**config.mk**
```make
export PLATFORM = sky130hd
export DESIGN_NAME = tick_timer
export DESIGN_NICKNAME = d
export VERILOG_FILES = /design/src/rtl/tick_timer_pkg.sv /design/src/rtl/tt_ctrl_reg.sv /design/src/rtl/tt_counter.sv /design/src/rtl/tick_timer.sv
export SDC_FILE = /design/constraint.sdc
export NUM_CORES = 1
export LEC_CHECK = 0
export BUFFER_PORTS_ARGS = -buffer_cell sky130_fd_sc_hd__buf_2
export CORE_MARGIN = 1.5
export CORE_UTILIZATION = 55
export DETAILED_ROUTE_END_ITERATION = 12
export PLACE_DENSITY = 0.83
export SLEW_MARGIN = 20
export SYNTH_ARGS = -nofsm -noshare
export SYNTH_HDL_FRONTEND = slang
export SYNTH_SLANG_ARGS = --single-unit
```
**constraint.sdc**
```tcl
create_clock -name clk -period 7.3 [get_ports clk]
set_clock_uncertainty 0.2 [all_clocks]
set_input_delay 0.365 -clock clk [delete_from_list [all_inputs] [get_ports clk]]
set_output_delay 0.365 -clock clk [all_outputs]
set_load 0.02 [all_outputs]
```
**src/rtl/tick_timer_pkg.sv**
```systemverilog
package tick_timer_pkg;

   typedef enum logic [1:0] {
      TM_OFF     = 2'b00,
      TM_RESTART = 2'b01,
      TM_SINGLE  = 2'b10,
      TM_INTONLY = 2'b11
   } tmode_e;

endpackage

```
**src/rtl/tt_ctrl_reg.sv**
```systemverilog
module tt_ctrl_reg
   import tick_timer_pkg::*;
#(
   parameter int DATA_W   = 32,
   parameter int PERIOD_W = 28
) (
   input  logic                clk,
   input  logic                rst,
   input  logic                wr,
   input  logic [DATA_W-1:0]   wd,
   input  logic                hit,
   input  logic                stop_req,
   output logic [PERIOD_W-1:0] period,
   output logic                pend,
   output logic                ie,
   output tmode_e              mode,
   output logic                run
);

   localparam int P_PEND = PERIOD_W;
   localparam int P_IE   = PERIOD_W + 1;
   localparam int P_MLO  = PERIOD_W + 2;

   tmode_e wr_mode;
   logic   mode_change;

   assign wr_mode     = tmode_e'(wd[P_MLO+1:P_MLO]);
   assign mode_change = wr && (wr_mode != mode);

   always_ff @(posedge clk) begin
      if (rst) begin
         period <= '0;
         pend   <= 1'b0;
         ie     <= 1'b0;
         mode   <= TM_OFF;
         run    <= 1'b0;
      end else begin
         if (wr) begin
            period <= wd[PERIOD_W-1:0];
            ie     <= wd[P_IE];
            mode   <= wr_mode;
            pend   <= wd[P_PEND] ? (pend | hit) : 1'b0;
         end else if (hit) begin
            pend <= 1'b1;
         end
         if (mode_change)
            run <= (wr_mode != TM_OFF);
         else if (stop_req)
            run <= 1'b0;
      end
   end

   // the flag stays set unless a write carries a 0 in the pending bit
   p_pend_sticky_r3: assert property (@(posedge clk) disable iff (rst)
      ((pend || hit) && !(wr && !wd[P_PEND])) |=> pend);

   p_pend_clear_r3: assert property (@(posedge clk) disable iff (rst)
      (wr && !wd[P_PEND]) |=> !pend);

   p_run_mode_r4: assert property (@(posedge clk) disable iff (rst)
      run |-> (mode != TM_OFF));

   p_run_hold_r4: assert property (@(posedge clk) disable iff (rst)
      (!mode_change && !stop_req) |=> $stable(run));

endmodule

```
**src/rtl/tt_counter.sv**
```systemverilog
module tt_counter
   import tick_timer_pkg::*;
#(
   parameter int DATA_W   = 32,
   parameter int PERIOD_W = 28
) (
   input  logic                clk,
   input  logic                rst,
   input  logic                run,
   input  tmode_e              mode,
   input  logic [PERIOD_W-1:0] period,
   input  logic                ld,
   input  logic [DATA_W-1:0]   ld_data,
   output logic [DATA_W-1:0]   cnt,
   output logic                hit,
   output logic                stop_req
);

   logic [DATA_W-1:0] cnt_nxt;

   assign hit      = run && (cnt[PERIOD_W-1:0] == period);
   assign stop_req = hit && (mode == TM_SINGLE);

   always_comb begin
      cnt_nxt = cnt;
      if (ld) begin
         cnt_nxt = ld_data;
      end else if (run) begin
         if (hit && mode == TM_RESTART)
            cnt_nxt = '0;
         else if (hit && mode == TM_SINGLE)
            cnt_nxt = cnt;
         else
            cnt_nxt = cnt + 1'b1;
      end
   end

   always_ff @(posedge clk) begin
      if (rst) cnt <= '0;
      else     cnt <= cnt_nxt;
   end

   p_restart_r6: assert property (@(posedge clk) disable iff (rst)
      (hit && mode == TM_RESTART && !ld) |=> (cnt == '0));

   p_single_hold_r7: assert property (@(posedge clk) disable iff (rst)
      (hit && mode == TM_SINGLE && !ld) |=> $stable(cnt));

   p_idle_hold_r9: assert property (@(posedge clk) disable iff (rst)
      (!run && !ld) |=> $stable(cnt));

   p_step_r5: assert property (@(posedge clk) disable iff (rst)
      (run && !hit && !ld) |=> (cnt == $past(cnt) + 1'b1));

endmodule

```
**src/rtl/tick_timer.sv**
```systemverilog
module tick_timer
   import tick_timer_pkg::*;
#(
   parameter int DATA_W   = 32,
   parameter int PERIOD_W = 28
) (
   input  logic              clk,
   input  logic              rst,
   input  logic              wr_en,
   input  logic              wr_sel,
   input  logic [DATA_W-1:0] wr_data,
   output logic [DATA_W-1:0] ctrl_o,
   output logic [DATA_W-1:0] count_o,
   output logic              irq_o
);

   localparam int CTRL_BITS = PERIOD_W + 4;

   initial begin
      assert (CTRL_BITS == DATA_W)
         else $error("tick_timer: period width plus 4 must equal data width");
      assert (PERIOD_W >= 1)
         else $error("tick_timer: period width must be positive");
   end

   logic [PERIOD_W-1:0] period;
   logic                pend, ie, run, hit, stop_req;
   tmode_e              mode;
   logic                wr_ctrl, wr_cnt;

   assign wr_ctrl = wr_en && !wr_sel;
   assign wr_cnt  = wr_en &&  wr_sel;

   tt_ctrl_reg #(.DATA_W(DATA_W), .PERIOD_W(PERIOD_W)) u_ctrl (
      .clk      (clk),
      .rst      (rst),
      .wr       (wr_ctrl),
      .wd       (wr_data),
      .hit      (hit),
      .stop_req (stop_req),
      .period   (period),
      .pend     (pend),
      .ie       (ie),
      .mode     (mode),
      .run      (run)
   );

   tt_counter #(.DATA_W(DATA_W), .PERIOD_W(PERIOD_W)) u_cnt (
      .clk      (clk),
      .rst      (rst),
      .run      (run),
      .mode     (mode),
      .period   (period),
      .ld       (wr_cnt),
      .ld_data  (wr_data),
      .cnt      (count_o),
      .hit      (hit),
      .stop_req (stop_req)
   );

   assign ctrl_o = {mode, ie, pend, period};
   assign irq_o  = pend & ie;

   // the cycle after reset everything reads zero
   p_reset_r1: assert property (@(posedge clk)
      rst |=> (ctrl_o == '0 && count_o == '0 && !irq_o));

   p_match_sets_r11: assert property (@(posedge clk) disable iff (rst)
      (hit && !wr_ctrl) |=> pend);

endmodule

```
==> metrics.md, run 1 <==
| Metric | Value |
|---|---|
| Worst-path clk slew | `0.08 ns` |
| CTS tree | `yes` |
| CP peak stage delay | `0.66 ns` |
| Synth Area in Compound Gates | `18.3%` |
| IO Count | `101` |
| Clock Path Buffers | `2` |
| Post-synthesis register bit count | `65` |
| Via Count | `4286` |
| Gr usage total | `33.3%` |
| Crit-path max FO | `30` |
| Ratio of cells with drive above 1 in the final layout | `21.7%` |
| Post-CTS sizing | `0` |
| Port-buffer cells | `100` |
| Post CTS Setup Buffer Count | `0` |
| Post-DP HPWL | `8.43 mm` |
| Status | `finished, final reports clean` |
| Synth Area per Inst | `7.47 µm²` |
| Final period util | `44.7%` |
| CTS H-tree depth | `3` |
| DRC errors left | `0` |
| Arr. time, crit path | `3.31 ns` |
| Final Max Slew Viols | `0` |
| Max-cap violations | `0` |
| Top-area cell type share of the netlist area | `33.8%` |
| Critical path class | `reg2reg` |
| Nets | `627` |
| Synth Area in Simple Gates | `33.5%` |
| Die Span Y | `86.7 µm` |
| Final min period | `3.26 ns` |
| Starting density of the core | `56.7%` |
| Total gr overflow | `0` |
| Antenna diode count | `0` |
| Vias per cell | `6.20` |
| Adder-cell share of the synthesized area | `0.325%` |
| Final setup viols | `0` |
| Final GP Congestion | `1.01` |
| Hold WC Path Type | `in2reg` |
| Slew margin rel. | `41.5%` |
| Root Driver | `clkbuf_8` |
| Core Box Area | `6790 µm²` |
| Cell Area, Synth | `3850 µm²` |
| Post-synthesis mux area share | `0%` |
| Die X | `86.7 µm` |
| Routed WL | `12.3 mm` |
| Leak | `1.91 nW` |
| Post-Syn Instances | `516` |
| CTS Buf Count | `9` |
| Die Area | `7520 µm²` |
| Async set-reset flop share out of synthesis | `0%` |
| Clk_lat worst skew | `0.35 ns` |
| Commonest cells after routing, fill and taps aside | `111 x nand2_1, 100 x buf_2, 65 x dfxtp_1` |
| YS warnings | `0` |
| Syn nets | `553` |
| Synth Area in XOR/XNOR | `7.66%` |
| Crit path cell chain | `xor2_1 > nor4_1 > and4_1 > nand4_1 > buf_4 > a32o_1 > a221o_1` |
| Worst vdd ir | `0.000156 V` |
| First-pass GRT wire length | `19.5 mm` |
| Fin. Hold Viols | `0` |
| Vias in the first global route | `3977` |
| Hold_buf cts | `0` |
| Fin Setup TNS | `0 ns` |
| Pin count of the biggest net entering global routing | `46` |
| Commonest non-fill, non-tap cell in the layout | `nand2_1` |
| TritonRoute pass-1 iters | `6` |
| Slowest cell on crit path | `nand4_1` |
| Startpoint Class | `flop` |
| Main combinational cell family by area after synthesis | `simple AND/OR/NAND/NOR gates` |
| Worst-Margin Slew | `0.877 ns` |
| Initial DRC count | `440` |
| Row count | `30` |
| P&R area growth vs syn | `17.6%` |
| Synth unique cells | `53` |
| Post-synth EDFFs | `0` |
| PwrDens | `210 nW/µm²` |
| DP Area | `4320 µm²` |
| RSZ-0062 raised after global routing | `no` |
| Antenna violations before repair | `0` |
| WL per Instance | `17.8 µm` |
| Post-synthesis sequential area ratio | `33.8%` |
| Worst EP required | `7.34 ns` |
| Post-synth top area cell | `dfxtp_1` |
| Most common flop cell mapped by yosys | `dfxtp_1` |
| Post-route cell area | `4530 µm²` |
| Worst setup EP type | `flop` |
| Layout fillers | `595` |
| Fmax | `307 MHz` |
| Area contributors post-synth | `dfxtp_1 34%, nand2_1 11%, nand3_1 6.1%` |
| CTS Sinks | `65` |
| Number of nets with antenna violations after routing | `0` |
stage by stage:
stage | cells | power [mW] | hold WS (ns) | setup WS [ns] | util [%]
CTS | 691 | 0.948 | 0.0466 | 4.12 | 66.7
finish | 691 | 0.951 | 0.0506 | 4.04 | 66.7
global route | 691 | 0.989 | 0.0542 | 3.85 | 66.7
detailed placement | 675 | 0.614 | 0.256 | 4.10 | 63.6
floorplan | 516 | 0.550 | 0.245 | 4.75 | -
global placement | 675 | 0.609 | 0.249 | 4.19 | 63.6
cell families after synthesis:
family | after synthesis
AND/OR/NAND/NOR | 263
AO/OA/AOI/OAI | 102
flip-flops | 65
buffers and inverters | 53
XOR/XNOR | 32
adder cells (fa/ha/maj) | 1
worst max-delay path, delay by kind of cell (launching register included):
kind	cells	cell delay, ns
compound gates	2	0.56
xor+xnor	1	0.15
buf+inv	1	0.52
simple gates	3	1.17
flops	1	0.54
power breakdown:
group,switching (mW),leakage [nW],internal [mW]
Combinational,0.117,1.28,0.0720
Clock,0.148,0.0995,0.192
Sequential,0.0443,0.532,0.379
Total,0.309,1.91,0.643
final cells by class:
type | instances | area [µm²] | area share (%)
Clock buffer | 11 | 131 | 2.90
Multi-Input combinational cell | 398 | 2310 | 51.0
Tap cell | 96 | 120 | 2.65
Timing Repair Buffer | 107 | 553 | 12.2
Inverter | 9 | 33.8 | 0.745
Sequential cell | 65 | 1300 | 28.7
Clock inverter | 5 | 80.1 | 1.77
cells in the mapped netlist, types with 8 or more instances:
| library cell | number |
|---|---|
| xnor2_1 | 13 |
| nor3_1 | 12 |
| a32oi_1 | 17 |
| a31oi_1 | 9 |
| clkbuf_1 | 30 |
| xor2_1 | 17 |
| inv_1 | 9 |
| a21oi_1 | 37 |
| nand3_1 | 47 |
| and2_1 | 8 |
| nand2_1 | 111 |
| nor2_1 | 15 |
| and3_1 | 13 |
| dfxtp_1 | 65 |
| nand4_1 | 20 |
worst paths after layout:
| check | start | to | depth (start not counted) | slack (ns) |
|---|---|---|---|---|
| setup reg to reg | u_cnt.cnt[7] | u_cnt.cnt[9] | 7 | 4.04 |
| setup / recovery | u_cnt.cnt[7] | u_cnt.cnt[9] | 7 | 4.04 |
| hold / removal | wr_data[14] | u_cnt.cnt[14] | 3 | 0.05 |
| hold reg to reg | u_ctrl.ie | u_ctrl.ie | 2 | 0.26 |
flip-flops by register name, indices dropped and copies added (netlist names):
register,count
u_ctrl.run,1
u_ctrl.pend,1
u_cnt.cnt,32
u_ctrl.ie,1
u_ctrl.mode,2
u_ctrl.period,28
metal layers:
metal	global-route usage, %	routed length [µm]
met1	41.7	4930
met2	53.5	5780
met3	7.52	1140
met4	17.3	459
met5	0	0
(Power assumes the default switching activity.)
==> inputs of run 2 (changes only) <==
--- a/config.mk
+++ b/config.mk
@@ -5,11 +5,12 @@
 export SDC_FILE = /design/constraint.sdc
 export NUM_CORES = 1
 export LEC_CHECK = 0
+export ABC_AREA = 1
 export BUFFER_PORTS_ARGS = -buffer_cell sky130_fd_sc_hd__buf_2
 export CORE_MARGIN = 1.5
-export CORE_UTILIZATION = 55
+export CORE_UTILIZATION = 49
 export DETAILED_ROUTE_END_ITERATION = 12
-export PLACE_DENSITY = 0.83
+export PLACE_DENSITY = 0.77
 export SLEW_MARGIN = 20
 export SYNTH_ARGS = -nofsm -noshare
 export SYNTH_HDL_FRONTEND = slang
==> constraint.sdc (replaced) <==
create_clock -name clk -period 2.88 [get_ports clk]
set_clock_uncertainty 0.2 [all_clocks]
set_input_delay 0.144 -clock clk [delete_from_list [all_inputs] [get_ports clk]]
set_output_delay 0.144 -clock clk [all_outputs]
set_load 0.02 [all_outputs]
==> run 2 against run 1 <==
- clock-buffer cell count up 1
- largest power group unchanged
- sequential share of layout area decreased by 4.4 points
- global-route usage decreased by 3.1 points
- clock power is 140% higher
- critical path type unchanged
- combinational power grew 140%
- highest routed layer unchanged
- critical endpoint is now u_cnt.cnt[28]
- non-clock buffer count is 37 higher
- register-to-register slack worse by 3.7 ns
==> metrics.md, run 2 <==
| Metric | Value |
|---|---|
| Die Area | `9290 µm² (+24%)` |
| Switch Pwr | `697 µW (+130%)` |
| Layout Utilization | `64.1% (-2.6 points)` |
| Combinational Power Share | `20.3% (+0.5 points)` |
| Worst reg2reg startpoint | `u_cnt.cnt[0]` |
| Syn nets | `773 (+40%)` |
| Worst EP required | `2.94 ns (-4.40 ns)` |
| Area taken by flip-flops and latches | `1300 µm² (unchanged)` |
| Vias per cell | `5.22 (-16%)` |
| R2R cell count | `13 (+6)` |
| DRC errors left | `0 (unchanged)` |
| Startpoint Class | `flop` |
| Power Total | `2.25 mW (+140%)` |
| Fin. Hold Viols | `0 (unchanged)` |
| Die Span Y | `96.4 µm (+11%)` |
| RSZ-0062 raised after global routing | `no` |
| Most common flop cell mapped by yosys | `dfxtp_1` |
| Post CTS Setup Buffer Count | `0 (unchanged)` |
| Cell Area, Synth | `4280 µm² (+11%)` |
| Synth Area per Inst | `5.81 µm² (-22%)` |
| IO Count | `101 (unchanged)` |
| Max reg flops | `32 (unchanged)` |
| Worst-path clk slew | `0.07 ns (about the same)` |
| Most flop-heavy register | `u_cnt.cnt` |
| Pin count of the biggest net entering global routing | `35 (-24%)` |
| Reg2reg end | `u_cnt.cnt[28]` |
| Hold WC Path Type | `in2reg` |
| Final std cells w/o fill | `965 (+40%)` |
| Gr usage total | `30.2% (-3.1 points)` |
| Die X | `96.4 µm (+11%)` |
| YS warnings | `0 (unchanged)` |
| CTS Buf Count | `9 (unchanged)` |
| Worst setup EP type | `flop` |
| Final setup viols | `0 (unchanged)` |
| Fmax | `387 MHz (+26%)` |
| Slew margin rel. | `56.0% (+14 points)` |
| Post-DP HPWL | `9.63 mm (+14%)` |
| Crit path cell chain | `ha_1 > nand2_1 > nor2_1 > inv_1 > nor2_1 > nand2_1 > nand2_1 > nand2_1 > inv_1 > nand3_1 > nand2_1 > nand2_1 > a21oi_1` |
| Worst-Margin Slew | `0.658 ns (-0.219 ns)` |
| Initial DRC count | `295 (-33%)` |
| Critical path endpoint | `u_cnt.cnt[28]` |
| CTS H-tree depth | `3 (unchanged)` |
| Switching part of the total | `30.9% (-1.5 points)` |
| Leak | `2.55 nW (+34%)` |
| Crit-path max FO | `8 (-73%)` |
| Final period util | `89.7% (+45 points)` |
| Layout fillers | `827 (+39%)` |
| Pint | `1.56 mW (+140%)` |
| Post-Syn Instances | `736 (+43%)` |
| CTS Sinks | `65 (unchanged)` |
| PwrDens | `422 nW/µm² (+100%)` |
| Clock Path Buffers | `2 (unchanged)` |
| Commonest cells after routing, fill and taps aside | `271 x nand2_1, 100 x buf_2, 87 x inv_1, 87 x nor2_1, 79 x nand3_1` |
| Total gr overflow | `0 (unchanged)` |
| Final min period | `2.58 ns (-0.678 ns)` |
| Starting density of the core | `51.3% (-5.5 points)` |
| Cell mode on critical path | `nand2_1` |
| Final GP Congestion | `0.931 (-8.2%)` |
| Reg power frac | `44.3% (-0.2 points)` |
| Final Max Slew Viols | `0 (unchanged)` |
| Clk_lat worst skew | `0.34 ns (about the same)` |
| R2R Setup Slk | `0.30 ns (-3.74 ns)` |
| Port-buffer cells | `100 (unchanged)` |
| Area of the multi-input gates | `2470 µm² (+6.8%)` |
| Area contributors post-synth | `dfxtp_1 30%, nand2_1 24%, nand3_1 9.2%` |
| Fin Setup TNS | `0 ns (unchanged)` |
| Largest registers | `u_cnt.cnt (32), u_ctrl.period (28), u_ctrl.mode (2)` |
| Top-area cell type share of the netlist area | `30.4% (-3.3 points)` |
| Row count | `33 (+10%)` |
| Antenna violations before repair | `0 (unchanged)` |
| Routed WL | `13.4 mm (+8.6%)` |
| CP startpoint | `u_cnt.cnt[0]` |
| Post-synthesis register bit count | `65 (unchanged)` |
| Commonest non-fill, non-tap cell in the layout | `nand2_1` |
| Async set-reset flop share out of synthesis | `0% (unchanged)` |
| Clock power share | `35.4% (-0.3 points)` |
| Root Driver | `clkbuf_8` |
| Synth top cells by count | `272 x nand2_1, 87 x inv_1, 87 x nor2_1` |
| First-pass GRT wire length | `21.7 mm (+11%)` |
| Nets | `893 (+42%)` |
| Core Box Area | `8340 µm² (+23%)` |
| Antenna diode count | `0 (unchanged)` |
| Slowest cell on crit path | `dfxtp_1` |
| Vias in the first global route | `4530 (+14%)` |
| Most frequent cell after synthesis | `nand2_1` |
| CTS tree | `yes` |
| Critical path class | `reg2reg` |
| P&R area growth vs syn | `25.0%` |
| Status | `finished, final reports clean` |
| Worst vdd ir | `0.000250 V (+60%)` |
| Dpl cells | `918 (+36%)` |
| TritonRoute pass-1 iters | `8 (+2)` |
| Ratio of cells with drive above 1 in the final layout | `15.6% (-6.1 points)` |
| WL per Instance | `13.8 µm (-22%)` |
| Post-synthesis sequential area ratio | `30.4% (-3.3 points)` |
| Synth unique cells | `28 (-47%)` |
| Post-synth EDFFs | `0 (unchanged)` |
| Number of nets with antenna violations after routing | `0 (unchanged)` |
| Max-cap violations | `0 (unchanged)` |
| Arr. time, crit path | `2.65 ns (-0.66 ns)` |
| Via Count | `5034 (+17%)` |
| CP peak stage delay | `0.51 ns (-0.15 ns)` |
| Post-synth top area cell | `dfxtp_1` |
-- run 2: changes by cell type in the layout (fill, tap and decap cells not counted), sizes merged, moves of 13 or more --
| cell | change |
|---|---|
| a211oi | +27 |
| and3 | -13 |
| nand3 | +33 |
| a32oi | -17 |
| inv | +80 |
| nand2 | +163 |
| nand4 | -19 |
| nor2 | +74 |
| dlygate4sd3 | +32 |
-- run 2: final cells by class --
class | count | area share [%]
clock buffer | 12 | 2.90
inverter | 90 | 6.32
sequential | 65 | 24.3
timing repair buffer | 144 | 17.0
multi-input combinational | 546 | 46.2
tap | 105 | 2.46
clock inverter | 3 | 0.749
-- run 2: logic make-up after synthesis --
kind of cell    Yosys count  share of synthesized area (%)
compound gates           73                           10.2
xor+xnor                 22                           4.51
fa+ha+maj                 1                          0.293
buf+inv                 125                           11.9
flops                    65                           30.4
simple gates            450                           42.7
-- run 2: worst max-delay path, delay by kind of cell (launching register included) --
kind	cells	cell delay, ns
compound gates	1	0.14
fa+ha+maj	1	0.41
buf+inv	2	0.15
flops	1	0.51
simple gates	9	1.10
-- run 2: metal layers --
metal | vias up | GRT usage, % | share of wire [%]
met5 | - | 0 | 0
met4 | 0 | 10.3 | 1.7
met3 | 19 | 4.23 | 6.3
met2 | 214 | 49.4 | 46
met1 | 2267 | 40.7 | 46
li1 | 2534 | - | -
-- run 2: power by group through the flow --
stage | sequential [mW] | clock, mW | combinational [mW]
after floorplan | 1.06 | 0 | 0.233
after global placement | 1.01 | 0 | 0.409
after detailed placement | 1.02 | 0 | 0.418
after CTS | 0.997 | 0.808 | 0.453
after global routing | 1.01 | 0.852 | 0.510
final | 0.998 | 0.799 | 0.457
-- run 2: through the flow --
| stage | instance area (µm²) | hold WS [ns] | worst slack [ns] |
|---|---|---|---|
| after floorplan | 4280 | 0.0928 | 0.840 |
| after global placement | 4830 | 0.213 | 0.429 |
| after CTS | 5350 | 0.0683 | 0.322 |
| after detailed placement | 4830 | 0.219 | 0.378 |
| after global routing | 5350 | 0.107 | 0.0453 |
| final | 5350 | 0.0797 | 0.295 |
-- run 2: how the worst min path moves through the flow --
stage,start,endpoint,slack (ns),cells past startpoint
floorplan,wr_data[29],u_ctrl.ie,0.09,2
global placement,wr_data[29],u_ctrl.ie,0.21,3
detailed placement,wr_data[14],u_ctrl.period[14],0.22,3
CTS,wr_sel,u_ctrl.period[25],0.07,5
global route,wr_sel,u_ctrl.period[25],0.11,5
finish,wr_sel,u_ctrl.period[25],0.08,5
-- run 2: timing repair --
item	4_1_cts	5_1_grt
endpoints found under the hold margin	62	0
hold buffers	32	0
endpoints found under the setup margin	0	0
resized for setup	0	0
